[config.mk]
export PLATFORM = sky130hd
export DESIGN_NAME = pix_hit_stamper
export DESIGN_NICKNAME = d
export VERILOG_FILES = /design/src/rtl/pix_pkg.sv /design/src/rtl/pix_in_reg.sv /design/src/rtl/pix_toa_engine.sv /design/src/rtl/pix_frame_counter.sv /design/src/rtl/pix_hit_stamper.sv
export SDC_FILE = /design/constraint.sdc
export NUM_CORES = 1
export LEC_CHECK = 0
export BUFFER_PORTS_ARGS = -buffer_cell sky130_fd_sc_hd__buf_2
export CELL_PAD_IN_SITES_DETAIL_PLACEMENT = 2
export CELL_PAD_IN_SITES_GLOBAL_PLACEMENT = 2
export CORE_MARGIN = 3
export CORE_UTILIZATION = 35
export CTS_BUF_LIST = sky130_fd_sc_hd__clkbuf_16
export DETAILED_ROUTE_END_ITERATION = 6
export PLACE_DENSITY = 0.86
export SYNTH_ARGS = -nofsm -noshare
export SYNTH_HDL_FRONTEND = slang
export SYNTH_SLANG_ARGS = --single-unit
[constraint.sdc]
create_clock -name clk -period 7.5 [get_ports clk]
set_clock_uncertainty 0.2 [all_clocks]
set_input_delay 0 -clock clk [delete_from_list [all_inputs] [get_ports clk]]
set_output_delay 0 -clock clk [all_outputs]
set_load 0.01 [all_outputs]
[src/rtl/pix_pkg.sv]
// Shared types for the pixel hit stamper.
// Assumes: mode is held static while an acquisition is running.
package pix_pkg;
    typedef enum logic [1:0] {
        MODE_TOA_TOT = 2'b00,
        MODE_TOA     = 2'b01,
        MODE_COUNT   = 2'b10,
        MODE_TOA_ALT = 2'b11
    } acq_mode_e;

    typedef enum logic [1:0] {
        ST_IDLE = 2'b00,
        ST_FINE = 2'b01,
        ST_TOT  = 2'b10
    } toa_state_e;
endpackage

[src/rtl/pix_in_reg.sv]
// Registers the discriminator and shutter levels and derives their edges.
// Assumes: both inputs are already synchronous to clk.
module pix_in_reg (
    input  logic clk,
    input  logic rst_n,
    input  logic disc_i,
    input  logic shutter_i,
    output logic hit_edge_o,
    output logic shut_q_o,
    output logic shut_open_o,
    output logic shut_close_o
);
    logic disc_q;
    logic shut_q;

    // Purpose: keep last cycle's level of both inputs.
    always_ff @(posedge clk) begin
        if (!rst_n) begin
            disc_q <= 1'b0;
            shut_q <= 1'b0;
        end else begin
            disc_q <= disc_i;
            shut_q <= shutter_i;
        end
    end

    // Purpose: edge strobes from current versus previous level.
    always_comb begin
        hit_edge_o   = disc_i & ~disc_q;
        shut_open_o  = shutter_i & ~shut_q;
        shut_close_o = ~shutter_i & shut_q;
        shut_q_o     = shut_q;
    end
endmodule

[src/rtl/pix_toa_engine.sv]
// Arrival-time and ToT measurement for one pixel.
// A hit starts a fine counter, which stops at the next strobed edge,
// where the coarse stamp is taken. In ToT mode the engine then counts
// strobed edges while the discriminator is high. The end of a measurement
// is reported as a registered pulse with stable fields.
// Assumes: arm_i is low while the record register is occupied.
module pix_toa_engine #(
    parameter int FINE_W    = 4,
    parameter int TS_W      = 14,
    parameter int TOT_W     = 10,
    parameter int HOLD_SYNC = 28
) (
    input  logic              clk,
    input  logic              rst_n,
    input  logic              arm_i,
    input  logic              tot_mode_i,
    input  logic              hit_edge_i,
    input  logic              disc_i,
    input  logic              sync_stb_i,
    input  logic [TS_W-1:0]   ts_i,
    output logic              done_o,
    output logic [FINE_W-1:0] fine_o,
    output logic [TS_W-1:0]   ts_o,
    output logic [TOT_W-1:0]  tot_o,
    output logic              busy_o
);
    import pix_pkg::*;

    localparam int HOLD_W = $clog2(HOLD_SYNC + 1);
    localparam logic [FINE_W-1:0] FINE_MAX = '1;
    localparam logic [TOT_W-1:0]  TOT_MAX  = '1;
    localparam logic [HOLD_W-1:0] HOLD_LD  = HOLD_W'(HOLD_SYNC);

    toa_state_e        st;
    logic [FINE_W-1:0] fine_q;
    logic [TS_W-1:0]   ts_q;
    logic [TOT_W-1:0]  tot_q;
    logic [HOLD_W-1:0] hold_q;
    logic              done_q;
    logic              accept;

    // Purpose: a hit is taken only when idle, reported and out of dead time.
    assign accept = arm_i && (st == ST_IDLE) && !done_q && (hold_q == '0);

    // Purpose: measurement state machine, counters and dead-time counter.
    always_ff @(posedge clk) begin
        if (!rst_n) begin
            st     <= ST_IDLE;
            fine_q <= '0;
            ts_q   <= '0;
            tot_q  <= '0;
            hold_q <= '0;
            done_q <= 1'b0;
        end else begin
            done_q <= 1'b0;
            if (sync_stb_i && hold_q != '0) begin
                hold_q <= hold_q - 1'b1;
            end
            case (st)
                ST_IDLE: begin
                    if (accept && hit_edge_i) begin
                        tot_q <= '0;
                        if (sync_stb_i) begin
                            fine_q <= '0;
                            ts_q   <= ts_i;
                            if (tot_mode_i) begin
                                tot_q <= TOT_W'(1);
                                st    <= ST_TOT;
                            end else begin
                                done_q <= 1'b1;
                            end
                        end else begin
                            fine_q <= FINE_W'(1);
                            st     <= ST_FINE;
                        end
                    end
                end
                ST_FINE: begin
                    if (sync_stb_i) begin
                        ts_q <= ts_i;
                        if (tot_mode_i && disc_i) begin
                            tot_q <= TOT_W'(1);
                            st    <= ST_TOT;
                        end else begin
                            done_q <= 1'b1;
                            st     <= ST_IDLE;
                            if (tot_mode_i) begin
                                hold_q <= HOLD_LD;
                            end
                        end
                    end else if (fine_q != FINE_MAX) begin
                        fine_q <= fine_q + 1'b1;
                    end
                end
                ST_TOT: begin
                    if (!disc_i) begin
                        done_q <= 1'b1;
                        st     <= ST_IDLE;
                        hold_q <= HOLD_LD;
                    end else if (sync_stb_i && tot_q != TOT_MAX) begin
                        tot_q <= tot_q + 1'b1;
                    end
                end
                default: st <= ST_IDLE;
            endcase
        end
    end

    // Purpose: drive the result fields and the busy indication.
    always_comb begin
        done_o = done_q;
        fine_o = fine_q;
        ts_o   = ts_q;
        tot_o  = tot_q;
        busy_o = (st != ST_IDLE) || done_q || (hold_q != '0);
    end

    // the fine value is frozen once ToT counting has begun
    a_r6_fine_frozen: assert property (@(posedge clk) disable iff (!rst_n)
        (st == ST_TOT) |=> $stable(fine_q));

    // ToT stays at its ceiling instead of wrapping
    a_r6_tot_ceiling: assert property (@(posedge clk) disable iff (!rst_n)
        (st == ST_TOT && tot_q == TOT_MAX) |=> (tot_q == TOT_MAX));

    // no measurement starts during dead time
    a_r9_dead_time: assert property (@(posedge clk) disable iff (!rst_n)
        (st == ST_IDLE && hold_q != '0) |=> (st == ST_IDLE));

    // only the ToT mode can enter the ToT state
    a_r5_no_tot_state: assert property (@(posedge clk) disable iff (!rst_n)
        (!tot_mode_i && st != ST_TOT) |=> (st != ST_TOT));
endmodule

[src/rtl/pix_frame_counter.sv]
// Event count and integral ToT over one shutter window.
// Clears on shutter open and reports when the shutter closes.
// Assumes: enable_i is high only in the counting mode.
module pix_frame_counter #(
    parameter int EVT_W  = 10,
    parameter int ITOT_W = 14
) (
    input  logic              clk,
    input  logic              rst_n,
    input  logic              enable_i,
    input  logic              shutter_i,
    input  logic              shut_q_i,
    input  logic              shut_open_i,
    input  logic              shut_close_i,
    input  logic              hit_edge_i,
    input  logic              disc_i,
    input  logic              sync_stb_i,
    input  logic              pending_i,
    output logic              done_o,
    output logic [EVT_W-1:0]  evt_o,
    output logic [ITOT_W-1:0] itot_o
);
    localparam logic [EVT_W-1:0]  EVT_MAX  = '1;
    localparam logic [ITOT_W-1:0] ITOT_MAX = '1;

    logic [EVT_W-1:0]  evt_q;
    logic [ITOT_W-1:0] itot_q;
    logic              window;

    // Purpose: counting is active while the shutter stays open.
    assign window = shutter_i && shut_q_i;

    // Purpose: clear on open, then saturating accumulation inside the window.
    always_ff @(posedge clk) begin
        if (!rst_n) begin
            evt_q  <= '0;
            itot_q <= '0;
        end else if (enable_i) begin
            if (shut_open_i) begin
                evt_q  <= '0;
                itot_q <= '0;
            end else if (window) begin
                if (hit_edge_i && evt_q != EVT_MAX) begin
                    evt_q <= evt_q + 1'b1;
                end
                if (sync_stb_i && disc_i && itot_q != ITOT_MAX) begin
                    itot_q <= itot_q + 1'b1;
                end
            end
        end
    end

    // Purpose: report request on shutter close when the record slot is free.
    always_comb begin
        done_o = enable_i && shut_close_i && !pending_i;
        evt_o  = evt_q;
        itot_o = itot_q;
    end

    // both counters are zero after a shutter opening
    a_r10_clear_on_open: assert property (@(posedge clk) disable iff (!rst_n)
        (enable_i && shut_open_i) |=> (evt_q == '0 && itot_q == '0));

    // event count holds at its ceiling
    a_r11_evt_ceiling: assert property (@(posedge clk) disable iff (!rst_n)
        (evt_q == EVT_MAX && !shut_open_i) |=> (evt_q == EVT_MAX));

    // integral holds at its ceiling
    a_r11_itot_ceiling: assert property (@(posedge clk) disable iff (!rst_n)
        (itot_q == ITOT_MAX && !shut_open_i) |=> (itot_q == ITOT_MAX));
endmodule

[src/rtl/pix_hit_stamper.sv]
// Per-pixel hit stamper top: input edge logic, arrival/ToT engine,
// shutter-window counter and the single record register toward readout.
// Assumes: clk is 16x the sync clock and sync_stb_i marks sync edges.
module pix_hit_stamper #(
    parameter int FINE_W    = 4,
    parameter int TS_W      = 14,
    parameter int TOT_W     = 10,
    parameter int EVT_W     = 10,
    parameter int ITOT_W    = 14,
    parameter int ADDR_W    = 16,
    parameter int HOLD_SYNC = 28,
    localparam int REC_W    = FINE_W + TOT_W + TS_W + ADDR_W
) (
    input  logic              clk,
    input  logic              rst_n,
    input  logic [1:0]        mode_i,
    input  logic              disc_i,
    input  logic              shutter_i,
    input  logic              sync_stb_i,
    input  logic [TS_W-1:0]   ts_i,
    input  logic [ADDR_W-1:0] pix_addr_i,
    input  logic              rd_ack_i,
    output logic              rec_valid_o,
    output logic [REC_W-1:0]  rec_data_o,
    output logic              busy_o
);
    import pix_pkg::*;

    localparam int CNT_W = EVT_W + ITOT_W + ADDR_W;

    acq_mode_e         mode;
    logic              hit_edge, shut_q, shut_open, shut_close;
    logic              toa_done, toa_busy, cnt_done;
    logic [FINE_W-1:0] fine;
    logic [TS_W-1:0]   ts;
    logic [TOT_W-1:0]  tot;
    logic [EVT_W-1:0]  evt;
    logic [ITOT_W-1:0] itot;
    logic [REC_W-1:0]  toa_rec, cnt_rec;
    logic              rec_valid;
    logic [REC_W-1:0]  rec_data;

    assign mode = acq_mode_e'(mode_i);

    pix_in_reg u_in (
        .clk          (clk),
        .rst_n        (rst_n),
        .disc_i       (disc_i),
        .shutter_i    (shutter_i),
        .hit_edge_o   (hit_edge),
        .shut_q_o     (shut_q),
        .shut_open_o  (shut_open),
        .shut_close_o (shut_close)
    );

    pix_toa_engine #(
        .FINE_W    (FINE_W),
        .TS_W      (TS_W),
        .TOT_W     (TOT_W),
        .HOLD_SYNC (HOLD_SYNC)
    ) u_toa (
        .clk        (clk),
        .rst_n      (rst_n),
        .arm_i      ((mode != MODE_COUNT) && !rec_valid),
        .tot_mode_i (mode == MODE_TOA_TOT),
        .hit_edge_i (hit_edge),
        .disc_i     (disc_i),
        .sync_stb_i (sync_stb_i),
        .ts_i       (ts_i),
        .done_o     (toa_done),
        .fine_o     (fine),
        .ts_o       (ts),
        .tot_o      (tot),
        .busy_o     (toa_busy)
    );

    pix_frame_counter #(
        .EVT_W  (EVT_W),
        .ITOT_W (ITOT_W)
    ) u_cnt (
        .clk          (clk),
        .rst_n        (rst_n),
        .enable_i     (mode == MODE_COUNT),
        .shutter_i    (shutter_i),
        .shut_q_i     (shut_q),
        .shut_open_i  (shut_open),
        .shut_close_i (shut_close),
        .hit_edge_i   (hit_edge),
        .disc_i       (disc_i),
        .sync_stb_i   (sync_stb_i),
        .pending_i    (rec_valid),
        .done_o       (cnt_done),
        .evt_o        (evt),
        .itot_o       (itot)
    );

    // Purpose: assemble both record layouts, count layout zero-extended.
    always_comb begin
        toa_rec = {fine, tot, ts, pix_addr_i};
        cnt_rec = '0;
        cnt_rec[CNT_W-1:0] = {evt, itot, pix_addr_i};
    end

    // Purpose: single pending-record register with acknowledge release.
    always_ff @(posedge clk) begin
        if (!rst_n) begin
            rec_valid <= 1'b0;
            rec_data  <= '0;
        end else if (toa_done && !rec_valid) begin
            rec_valid <= 1'b1;
            rec_data  <= toa_rec;
        end else if (cnt_done) begin
            rec_valid <= 1'b1;
            rec_data  <= cnt_rec;
        end else if (rec_valid && rd_ack_i) begin
            rec_valid <= 1'b0;
        end
    end

    // Purpose: drive outputs.
    always_comb begin
        rec_valid_o = rec_valid;
        rec_data_o  = rec_data;
        busy_o      = rec_valid || toa_busy;
    end

    // acknowledge releases the record on the following cycle
    a_r8_ack_release: assert property (@(posedge clk) disable iff (!rst_n)
        (rec_valid && rd_ack_i) |=> !rec_valid);

    // an unacknowledged record stays valid and unchanged
    a_r7_record_hold: assert property (@(posedge clk) disable iff (!rst_n)
        (rec_valid && !rd_ack_i) |=> (rec_valid && $stable(rec_data)));

    // the engine never finishes while a record is pending
    a_r7_no_done_pending: assert property (@(posedge clk) disable iff (!rst_n)
        toa_done |-> !rec_valid);

    // busy is reported whenever a record waits
    a_r7_busy_pending: assert property (@(posedge clk) disable iff (!rst_n)
        rec_valid |-> busy_o);
endmodule

Word level (Yosys, flattened, before mapping)
Index checks and enable logic that the tools add are counted.
{ "totals": {"ff_bits": 107, "in_bits": 38, "out_inout_bits": 46, "wordCells": 126} }
{ "op_classes": {"n_addsub": 5, "eq_ne": 17, "n_mux": 47, "bitwise_logic": 6, "reduce_logical": 39} }
{ "ops": {"columns": ["cell", "n"], "rows": [
  ["$mux 10", 9],
  ["$mux 44", 2],
  ["$mux 14", 5],
  ["$pmux 10 s3", 1],
  ["$pmux 14 s2", 1],
  ["$mux 5", 5],
  ["$add 10x1->10 const B", 2],
  ["$ne 10x10->1 const B", 2],
  ["$logic_and 1x1->1", 16],
  ["$add 14x1->14 const B", 1],
  ["$ne 14x14->1 const B", 1],
  ["$mux 2", 6],
  ["$mux 4", 3],
  ["$ne 2x2->1 const B", 6],
  ["$reduce_bool 2->1", 6],
  ["$mux 1", 11],
  ["$pmux 5 s2", 1],
  ["$pmux 4 s2", 1],
  ["$reduce_and 4->1", 2],
  ["$ne 2x1->1 const B", 3],
  ["$pmux 2 s3", 1],
  ["$reduce_and 3->1", 2],
  ["$reduce_and 6->1", 1],
  ["$reduce_bool 3->1", 2],
  ["other kinds (15)", 24]
]} }

Logic depth before layout (Yosys ltp)
Gate-level depths: netlist of the first run.
{ "depth": {"word_depth": 8, "ltp_mapped": 9} }

Hierarchy
Synthesis of the first run repeated with hierarchy kept, for this count alone.
{ "unflattened": {"hier_cells": 625, "area_unflattened_um2": 5368.9} }
{ "modules_own_cells": {"columns": ["mod", "n_inst", "cells_each", "area_per_inst_um2"], "rows": [
  ["pix_toa_engine", 1, 247, 1961.9],
  ["pix_hit_stamper", 1, 204, 1933.1],
  ["pix_frame_counter", 1, 167, 1402.6],
  ["pix_in_reg", 1, 7, 71.3]
]} }

Worst setup path before layout of the first run
No wires, ideal clock.
{ "synth_timing": {"kind": "register -> register", "from": "register u_toa.hold_q[0]", "to": "register u_toa.ts_q[0] (netlist: u_toa.ts_o[0])", "setup_ns": 0.072, "t_arrival_ns": 2.386, "required_ns": 7.228, "setup_slack_ns": 4.843, "stages_incl_launch_ff": 9, "path_buffers": 1, "synth_period_minus_slack_ns": 2.657, "path_cell_list": "dfxtp_1 > inv_1 > ha_1 > or3b_4 > or4_4 > mux2_4 > nor2_2 > buf_6 > mux2i_1"} }
{ "synth_via": {"elab_chain_cells": 5} }
{ "synth_lines": {"columns": ["item", "line", "text"], "rows": [
  ["start: declaration", "pix_toa_engine.sv:38", "logic [HOLD_W-1:0] hold_q;"],
  ["start signal: assignment", "pix_toa_engine.sv:57", "hold_q <= hold_q - 1'b1;"],
  ["$logic_not 5->1", "pix_toa_engine.sv:43", "assign accept = arm_i && (st == ST_IDLE) && !done_q && (hold_q == '0);"],
  ["$logic_and 1x1->1", "pix_toa_engine.sv:43", null],
  ["$logic_and 1x1->1", "pix_toa_engine.sv:61", "if (accept && hit_edge_i) begin"],
  ["$ne 2x2->1 (no line)", null, null],
  ["$reduce_and 2->1 (no line)", null, null],
  ["end signal: assignment", "pix_toa_engine.sv:65", "ts_q <= ts_i;"],
  ["end signal: assignment", "pix_toa_engine.sv:80", "ts_q <= ts_i;"],
  ["end: declaration", "pix_toa_engine.sv:36", "logic [TS_W-1:0] ts_q;"]
]} }
Every way passes these cells.
A chain may end at the register's enable or synchronous reset.

Final worst setup path of the first run
Same ends and word-level chain as after synthesis.

==> results.cfg, run 1 <==
[status]
outcome = finished, final reports clean

[worst_setup_path]
worst-path-max-fanout = 14
worst_setup_path_end_kind = flip-flop
critical_path.max_stage_delay_ps = 710
stages_on_the_worst_setup_path = 7
cpMaxStageDelayCell = nor2_2
crit_path_kind = flip-flop to flip-flop
worstPathRequired_ps = 7580
rr_worst_depth = 7
arrival_ps = 3270
timing.critical_path.cells = inv_1, ha_1, or3b_4, or4_4, mux2_4, nor2_2, mux2i_1
startpoint_type = flip-flop
cpLargestDelayFamily = simple AND/OR/NAND/NOR gates
crit_buf_inv = 1

[power_and_ir_drop]
pwr_density_cell_nw_per_um2 = 270.0
power.share.clock_pct = 28.0
switching_power_mw = 0.6100
fin_total_pwr_mw = 1.665
combinationalPowerShare_pct = 31.3
share_seq_of_total_power_pct = 40.7
static-leakage-power_nw = 2.279
power.share.switching_pct = 36.64
cellInternalPower_mw = 1.055
ir_worst_vdd_mv = 0.1294

[die]
placement_rows = 43
die_width_um = 125.8
design.portCount = 84
floorplan.die_area_um2 = 15830
die-height_um = 125.8
initial_utilization_pct = 35.92
core_area_um2 = 13990

[yosys]
share_of_synthesized_flip_flops_with_an_asynchronous_set_or_reset_pct = 0
synthDistinctLibCells = 56
syn-mean-instance-area_um2 = 8.053
synth_nets = 671
synth-edff-count = 0
synth-main-ff-cell = dfxtp_1
postSynthCellCount = 624
yosys_warnings = 0
post_synthesis_instance_area_um2 = 5025
yosys_register_bits = 107
synth.yosys.seq_area_share_pct = 42.63

[sta]
timing.max_slew.rel_slack_pct = 30.59
finalMaxSlewViolations = 0
hold-worst-slack_ps = 17.39
tightest_slew_ps = 1041
grt_setup_unrepaired = false
achievable-frequency_ghz = 0.3133
min_period_over_period_pct = 42.56
finalSetupTns_ps = 0
setup_violations = 0
timing_hold_violations_final = 0
fin_crit_ps = 3192

[global_routing]
largest_net_degree_at_the_start_of_global_routing = 73
grt_pass1_vias = 5529
global_route.overflow_total = 0
grtUsageTotal_pct = 23.58
grt_first_pass_wirelength_um = 30310
grt_antenna_before_repair = 0

[final_layout]
synthToLayoutAreaGrowth_pct = 22.71
final-seq-area_um2 = 2142
final_layout_size_suffix_gt1_share_pct = 15.61
antenna_cells = 0
layout.nets = 766
fill_cells = 1544
fin_cells = 904
multi_input_area_um2 = 2696

[worst_hold_path]
path_class_of_the_lowest_slack_min_delay_path = input pin to flip-flop
holdPathStages = 5

[detailed_routing]
via_total_after_detailed_routing = 5015
wl_per_cell_um = 20.47
drt_first_iter_violations = 248
drt_wl_total_um = 18500
drt_first_pass_iters = 4
antenna_left = 0
remaining_drc_errors = 0
drt-vias-per-instance = 5.548

[clock_network]
post_cts_resized = 0
clock_latency_of_the_later_clocked_register_in_the_worst_skew_pair_ps = 360
clkTransAtPathRegs_ps = 80
numClockSinks = 107
cts_made_buffers = 9
cts.root.buffer_cell = clkbuf_16
htree_levels = 3
cts_tree = yes
max-clock-path-buffers = 2

[flow_run]
maxCapViolations = 0

[place]
placedCellCount = 855
io_buffers = 83
detailedPlacementHpwl_um = 11950
globalplace.congestion = 0.8298
-- tightest hold or removal path, stage by stage --
cell     delay [ps]
buf_2           160
nor4_1           70
o21ai_0         150
nand2_1          80
nor2_1           90
-- cell usage after synthesis (2+ instances only) --
| library cell | instances | area (um^2) |
|---|---|---|
| a211oi_1 | 4 | 30.03 |
| a21boi_0 | 17 | 127.6 |
| a21oi_1 | 26 | 130.1 |
| a22oi_1 | 6 | 45.04 |
| a311oi_1 | 25 | 219.0 |
| a31oi_1 | 9 | 56.30 |
| a41o_1 | 2 | 20.02 |
| and2_1 | 7 | 43.79 |
| and3_1 | 5 | 31.28 |
| and3b_1 | 2 | 17.52 |
| buf_1 | 7 | 26.28 |
| clkbuf_1 | 28 | 105.1 |
| dfxtp_1 | 107 | 2142 |
| ha_1 | 9 | 112.6 |
| inv_1 | 11 | 41.29 |
| mux2i_1 | 15 | 150.1 |
| nand2_1 | 148 | 555.5 |
| nand2b_1 | 7 | 43.79 |
| nand3_1 | 19 | 95.09 |
| nand3b_1 | 2 | 15.01 |
| nand4_1 | 8 | 50.05 |
| nor2_1 | 53 | 198.9 |
| nor2b_1 | 8 | 50.05 |
| nor3_1 | 3 | 15.01 |
| nor3b_1 | 3 | 22.52 |
| nor4_1 | 4 | 25.02 |
| o211ai_1 | 6 | 45.04 |
| o21a_1 | 4 | 30.03 |
| o21ai_0 | 21 | 105.1 |
| o22ai_1 | 3 | 18.77 |
| o31ai_1 | 5 | 37.54 |
| o41ai_1 | 2 | 17.52 |
| or2_2 | 2 | 12.51 |
| or3_1 | 8 | 50.05 |
| or4_1 | 6 | 45.04 |
| xnor2_1 | 5 | 43.79 |
| xor2_1 | 8 | 70.07 |
-- area by class of cell --
cell class | count | area share [%]
Clock buffer | 9 | 3.653
Clock inverter | 7 | 0.8523
Inverter | 11 | 0.6696
Multi-Input combinational cell | 469 | 43.73
Sequential cell | 107 | 34.74
Tap cell | 180 | 3.653
Timing Repair Buffer | 121 | 12.70
-- placed cells by master, fill, tap and decap left out, types with 8 or more instances in the layout --
| cell | netlist | routed |
|---|---|---|
| a21boi_0 | 17 | 17 |
| ha_1 | 9 | 9 |
| a21oi_1 | 26 | 26 |
| a311oi_1 | 25 | 25 |
| o21ai_0 | 21 | 21 |
| mux2i_1 | 15 | 15 |
| clkbuf_16 | 0 | 9 |
| xor2_1 | 8 | 8 |
| nor2_1 | 53 | 53 |
| nand4_1 | 8 | 8 |
| inv_1 | 11 | 11 |
| a31oi_1 | 9 | 9 |
| nand3_1 | 19 | 19 |
| buf_2 | 0 | 83 |
| nand2_1 | 148 | 148 |
| or3_1 | 8 | 8 |
| dlygate4sd3_1 | 0 | 33 |
| dfxtp_1 | 107 | 107 |
-- kinds of logic (layout without fill, tap and decap cells) --
family | Yosys count | count (layout) | synth area share (%)
DFF | 107 | 107 | 42.63
buffers and inverters | 48 | 148 | 3.760
AOI/OAI and AO/OA | 139 | 139 | 19.15
and+or+nand+nor | 291 | 291 | 26.44
xor gates and xnor gates | 13 | 13 | 2.266
muxes | 17 | 17 | 3.511
adders and majority gates | 9 | 9 | 2.241
-- metrics by stage --
stage	setup slack (ps)	instance area [um^2]	util, %
3_3_place_gp	4450	5558	39.73
2_1_floorplan	4843	5025	-
5_1_grt	4179	6166	44.08
4_1_cts	4284	6166	44.08
3_5_place_dp	4336	5558	39.73
6_report	4308	6166	44.08
-- timing repair --
action / in CTS / in global routing
endpoints found under the hold margin: 34 / 0
hold buffers: 33 / 0
endpoints found under the setup margin: 0 / 0
buffers inserted: 0 / 0
-- flip-flops by register name, indices dropped and copies added, names as in the netlist, 2 cells and up --
signal,cells
u_cnt.itot_o,14
u_toa.fine_o,4
u_toa.ts_o,14
u_toa.tot_o,10
u_toa.hold_q,5
rec_data_o,44
u_toa.st,2
u_cnt.evt_o,10
-- final timing paths --
check,startpoint,to,slack (ps)
max,u_toa.hold_q[0]$_SDFF_PN0_,u_toa.ts_o[0]$_SDFFE_PN0P_,4310
min reg2reg,u_toa.ts_o[2]$_SDFFE_PN0P_,u_toa.ts_o[2]$_SDFFE_PN0P_,260
max reg2reg,u_toa.hold_q[0]$_SDFF_PN0_,u_toa.ts_o[0]$_SDFFE_PN0P_,4310
min,mode_i[0],u_toa.hold_q[1]$_SDFF_PN0_,20
-- routing by layer --
| metal | global-route usage, % | up-vias | wire length, um |
|---|---|---|---|
| li1 | - | 2388 | - |
| met1 | 27.45 | 2520 | 7846 |
| met2 | 45.25 | 87 | 9921 |
| met3 | 2.587 | 20 | 407 |
| met4 | 6.940 | 0 | 329 |
| met5 | 0 | - | 0 |
-- power by group through the flow --
| stage | Sequential, mW | Clock [mW] | Combinational [mW] |
|---|---|---|---|
| 3_3_place_gp | 0.684 | 0 | 0.468 |
| 4_1_cts | 0.676 | 0.469 | 0.516 |
| 3_5_place_dp | 0.689 | 0 | 0.497 |
| 2_1_floorplan | 0.694 | 0 | 0.329 |
| 5_1_grt | 0.687 | 0.502 | 0.576 |
| 6_report | 0.678 | 0.466 | 0.521 |
Note: power is estimated with default switching activity, not from simulation.
==> inputs of run 2 (changes only) <==
Settings changed: CORE_UTILIZATION 35 to 33, PLACE_DENSITY 0.86 to 0.82.
Clock period 7.5 ns to 3.35 ns, I/O delays scaled along.
==> run 2 against run 1 <==
Effect of this change: first-iteration DRC count up 3.6%; utilization decreased by 1.8 points; via count is 1.4% higher; clock power grew 110%; final cell count grew 1.0%; register-to-register slack got worse by 3800 ps; routed wire length decreased by 1.2%; maximum frequency grew 13%; critical path depth did not move; critical path type unchanged; highest routed layer unchanged.
==> results.cfg, run 2 (same netlist as run 1, synthesis figures left out) <==
[place]
detailedPlacementHpwl_um = 12010
io_buffers = 83
globalplace.congestion = 0.8055
preCtsSetupSlack_ps = 550.8

[global_routing]
groute.layer.met3.usage_pct = 3.298
grtUsageTotal_pct = 22.46
grt_pass1_vias = 5596
largest_net_degree_at_the_start_of_global_routing = 56
global_route.overflow_total = 0
grt.met2_usage_pct = 40.88
global_route.peak_usage_layer = met2
grt_antenna_before_repair = 1
use_met1_pct = 26.45
grt_first_pass_wirelength_um = 29880

[die]
die_width_um = 129.4
design.portCount = 84
floorplan.die_area_um2 = 16740
placement_rows = 44
core_area_um2 = 14700
initial_utilization_pct = 34.18
die-height_um = 129.4

[detailed_routing]
drt_first_iter_violations = 257
wl_per_cell_um = 20.03
drt-vias-per-instance = 5.567
via_total_after_detailed_routing = 5083
drt_first_pass_iters = 4
antenna_left = 0
remaining_drc_errors = 0
drt_wl_total_um = 18290

[sta]
timing.max_slew.rel_slack_pct = 30.02
setup_violations = 0
fin_crit_ps = 2821
min_period_over_period_pct = 84.22
finalMaxSlewViolations = 0
tightest_slew_ps = 1050
finalSetupTns_ps = 0
setup_slack_ps = 528.7
grt_setup_unrepaired = false
achievable-frequency_ghz = 0.3544
timing_hold_violations_final = 0
hold-worst-slack_ps = 2.130

[final_layout]
largest_register_ffs = 44
layout_common_cells = nand2_1 (148), dfxtp_1 (107), buf_2 (83), nor2_1 (53), dlygate4sd3_1 (36)
final_util_pct = 42.25
synthToLayoutAreaGrowth_pct = 23.58
layout.nets = 770
final_layout_size_suffix_gt1_share_pct = 15.38
most_frequent_standard_cell_in_the_layout_excluding_fill_and_tap_cells = nand2_1

[worst_setup_path]
startpoint_type = flip-flop
arrival_ps = 2910
r2r_setup_slack_ps = 530
crit_path_kind = flip-flop to flip-flop
worst-path-max-fanout = 6
worst_setup_path_end_kind = flip-flop
worstPathRequired_ps = 3430

[worst_hold_path]
path_class_of_the_lowest_slack_min_delay_path = input pin to flip-flop

[clock_network]
htree_levels = 3
cts_made_buffers = 9
clock_latency_of_the_later_clocked_register_in_the_worst_skew_pair_ps = 350
numClockSinks = 107
max-clock-path-buffers = 2
cts_tree = yes
clkTransAtPathRegs_ps = 80
cts.root.buffer_cell = clkbuf_16
post-cts-setup-buffers = 0

[status]
outcome = finished, final reports clean

[power_and_ir_drop]
pwr_density_cell_nw_per_um2 = 595.7
static-leakage-power_nw = 2.308
ir_worst_vdd_mv = 0.3073
fin_total_pwr_mw = 3.699

[flow_run]
maxCapViolations = 0
## run 2: cell count changes in the layout (fill, tap and decap cells not counted)
cell           delta
buf_12            +1
clkinv_1          -1
clkinv_2          +1
clkinv_4          -1
diode_2           +1
dlygate4sd3_1     +3
inv_1             +3
inv_6             -2
## run 2: stage by stage
step | std cells | instance area (um^2)
floorplan | 624 | 5025
global placement | 860 | 5583
detailed placement | 860 | 5583
CTS | 912 | 6207
global route | 913 | 6210
finish | 913 | 6210
## run 2: worst paths after layout
kind / endpoint / cells after the start / from
worst max-delay path: u_toa.tot_o[0]$_SDFFE_PN0P_ / 7 / u_toa.hold_q[0]$_SDFF_PN0_
worst min-delay path: u_toa.st[0]$_SDFFE_PN0P_ / 4 / mode_i[0]
worst max register to register: u_toa.tot_o[0]$_SDFFE_PN0P_ / 7 / u_toa.hold_q[0]$_SDFF_PN0_
worst min register to register: u_toa.ts_o[4]$_SDFFE_PN0P_ / 2 / u_toa.ts_o[4]$_SDFFE_PN0P_
## run 2: critical path, cell delays in order, from the launching register on
cell	delay, ps
dfxtp_1	320
inv_1	90
ha_1	170
or3b_4	420
o41ai_1	700
o211ai_1	370
a311o_1	360
a21oi_1	130
## run 2: area by class of cell
class                   count  area [um^2]
diodes                      1        2.502
flip-flops and latches    107         2142
inverters                  11        41.29
clock inverters             7        38.79
multi-input cells         469         2696
clock buffers               9        225.2
well taps                 184        230.2
repair buffers            125        833.3
fillers                  1656         8489
## run 2: power by group
part / switching [mW] / leakage (nW) / total [mW] / internal (mW)
registers: 0.105 / 0.867 / 1.52 / 1.41
logic: 0.737 / 1.31 / 1.19 / 0.449
clock network: 0.497 / 0.131 / 0.994 / 0.496
## run 2: metal layers
layer  wire, um  part of all wire (%)
met5          0                     0
met3        557                   3.0
met4        517                   2.8
met2       9504                    52
met1       7707                    42
## run 2: timing repair
action,in CTS,in global routing
hold buffers,36,0
gates resized for setup,0,0
hold endpoints to repair,47,0
==> inputs of run 3 (changes only) <==
Clock period 3.35 ns to 2.8 ns, I/O delays scaled along.
==> run 3 against run 2 <==
Effect of this change: final cell count up 0.66%; non-clock buffer count grew 6; sequential power rose by 20%; flip-flop and latch count unchanged; combinational power up 26%; worst setup slack got worse by 450 ps; cell area is 1.3% higher; critical path depth unchanged; critical path type unchanged.
==> results.cfg, run 3 (same netlist as run 1, synthesis figures left out) <==
[status]
outcome = finished, final reports clean

[worst_setup_path]
worst_setup_path_end_kind = flip-flop
startpoint_type = flip-flop
worstPathRequired_ps = 2890
crit_path_kind = flip-flop to flip-flop
worst-path-max-fanout = 7
arrival_ps = 2810

[detailed_routing]
drt_first_pass_iters = 4
drt_wl_total_um = 18920
maxUsedRoutingLayer = met4
route.met3.wl_um = 347
drt_first_iter_violations = 238
wl_met1_um = 8222
via_total_after_detailed_routing = 5047
remaining_drc_errors = 0
wl_per_cell_um = 20.58
drt-vias-per-instance = 5.492
wl_met2_um = 9977
antenna_left = 0

[clock_network]
max-clock-path-buffers = 2
numClockSinks = 107
cts_made_buffers = 9
htree_levels = 3
cts.root.buffer_cell = clkbuf_16
clock_latency_of_the_later_clocked_register_in_the_worst_skew_pair_ps = 350
cts_tree = yes
clkTransAtPathRegs_ps = 70

[sta]
setup_slack_ps = 80.94
timing.max_slew.rel_slack_pct = 53.91
timing_hold_violations_final = 0
finalMaxSlewViolations = 0
setup_violations = 0
min_period_over_period_pct = 97.11
achievable-frequency_ghz = 0.3678
tightest_slew_ps = 689.9
fin_crit_ps = 2719

[final_layout]
most_frequent_standard_cell_in_the_layout_excluding_fill_and_tap_cells = nand2_1
synthToLayoutAreaGrowth_pct = 25.15
final_layout_size_suffix_gt1_share_pct = 16.76
layout.nets = 776
layout.cell_area.non_filler_um2 = 6289
largest_register_ffs = 44
fin_cells = 919
layout_common_cells = nand2_1 (148), dfxtp_1 (107), buf_2 (83), nor2_1 (53), dlygate4sd3_1 (34)
final_util_pct = 42.78

[power_and_ir_drop]
ir_worst_vdd_mv = 0.4214
power.share.switching_pct = 35.11
combinationalPowerShare_pct = 32.6
power.share.clock_pct = 27.8
share_seq_of_total_power_pct = 39.6
cellInternalPower_mw = 2.980
switching_power_mw = 1.612
pwr_density_cell_nw_per_um2 = 730.1
fin_total_pwr_mw = 4.591
static-leakage-power_nw = 2.345

[global_routing]
grtUsageTotal_pct = 22.79
largest_net_degree_at_the_start_of_global_routing = 68
global_route.overflow_total = 0
grt_pass1_vias = 5572
grt_first_pass_wirelength_um = 30180
grt_antenna_before_repair = 1

[place]
preCtsSetupSlack_ps = 28.20
detailedPlacementHpwl_um = 12460
globalplace.congestion = 0.8278
dpl_cell_area_um2 = 5648
io_buffers = 83
placedCellCount = 867

[die]
initial_utilization_pct = 34.18
floorplan.die_area_um2 = 16740
placement_rows = 44
die_width_um = 129.4
core_area_um2 = 14700
die-height_um = 129.4
design.portCount = 84

[flow_run]
maxCapViolations = 0

[worst_hold_path]
path_class_of_the_lowest_slack_min_delay_path = input pin to flip-flop
[run 3: cell count changes in the layout (fill, tap and decap cells not counted), sizes merged]
| cell | delta |
|---|---|
| buf | +8 |
| clkinv | +4 |
| inv | -3 |
| clkinvlp | -2 |
| dlygate4sd3 | -2 |
| bufinv | +1 |
[run 3: layout make-up]
type | count | area [um^2]
diodes | 1 | 2.502
clock buffers | 9 | 225.2
clock inverters | 7 | 58.81
fillers | 1648 | 8411
inverters | 11 | 41.29
multi-input cells | 469 | 2703
flip-flops and latches | 107 | 2142
well taps | 184 | 230.2
repair buffers | 131 | 885.9
[run 3: final timing paths]
kind                         startpoint                           end  slack [ps]  cells after the start
max          u_toa.hold_q[1]$_SDFF_PN0_  u_toa.fine_o[3]$_SDFFE_PN0P_          80                      7
min                           mode_i[1]    u_toa.hold_q[0]$_SDFF_PN0_          40                      5
max reg2reg  u_toa.hold_q[1]$_SDFF_PN0_  u_toa.fine_o[3]$_SDFFE_PN0P_          80                      7
min reg2reg  u_toa.ts_o[4]$_SDFFE_PN0P_    u_toa.ts_o[4]$_SDFFE_PN0P_         270                      2
[run 3: repair_timing]
action,in CTS,in global routing
buffers inserted,0,1
resized for setup,0,3
hold endpoints to repair,37,0
hold buffers,34,0
endpoints found under the setup margin,0,9
[run 3: layer usage]
| metal | up-vias | GRT usage [%] |
|---|---|---|
| li1 | 2407 | - |
| met4 | 0 | 8.709 |
| met1 | 2535 | 26.93 |
| met3 | 25 | 2.721 |
| met5 | - | 0 |
| met2 | 80 | 41.98 |
[run 3: stage by stage]
| step | hold WS, ps | TNS, ps |
|---|---|---|
| final | 37.89 | 0 |
| after floorplan | -78.29 | 0 |
| after global routing | 60.72 | -19.78 |
| after CTS | 6.969 | 0 |
| after detailed placement | 62.43 | 0 |
| after global placement | 53.27 | 0 |
[run 3: power by group through the flow]
stage          clock network, mW  logic (mW)  registers (mW)
5_1_grt                     1.36        1.66            1.84
3_5_place_dp                   0        1.42            1.85
2_1_floorplan                  0       0.882            1.86
3_3_place_gp                   0        1.34            1.83
6_report                    1.27        1.50            1.82
4_1_cts                     1.29        1.47            1.81
[run 3: worst max-delay path, cell delays in order, from the launching register on]
cell,delay (ps)
dfxtp_1,330
inv_1,70
ha_2,170
or3b_4,380
or4_4,550
mux2_4,320
or4_1,500
a21boi_2,140
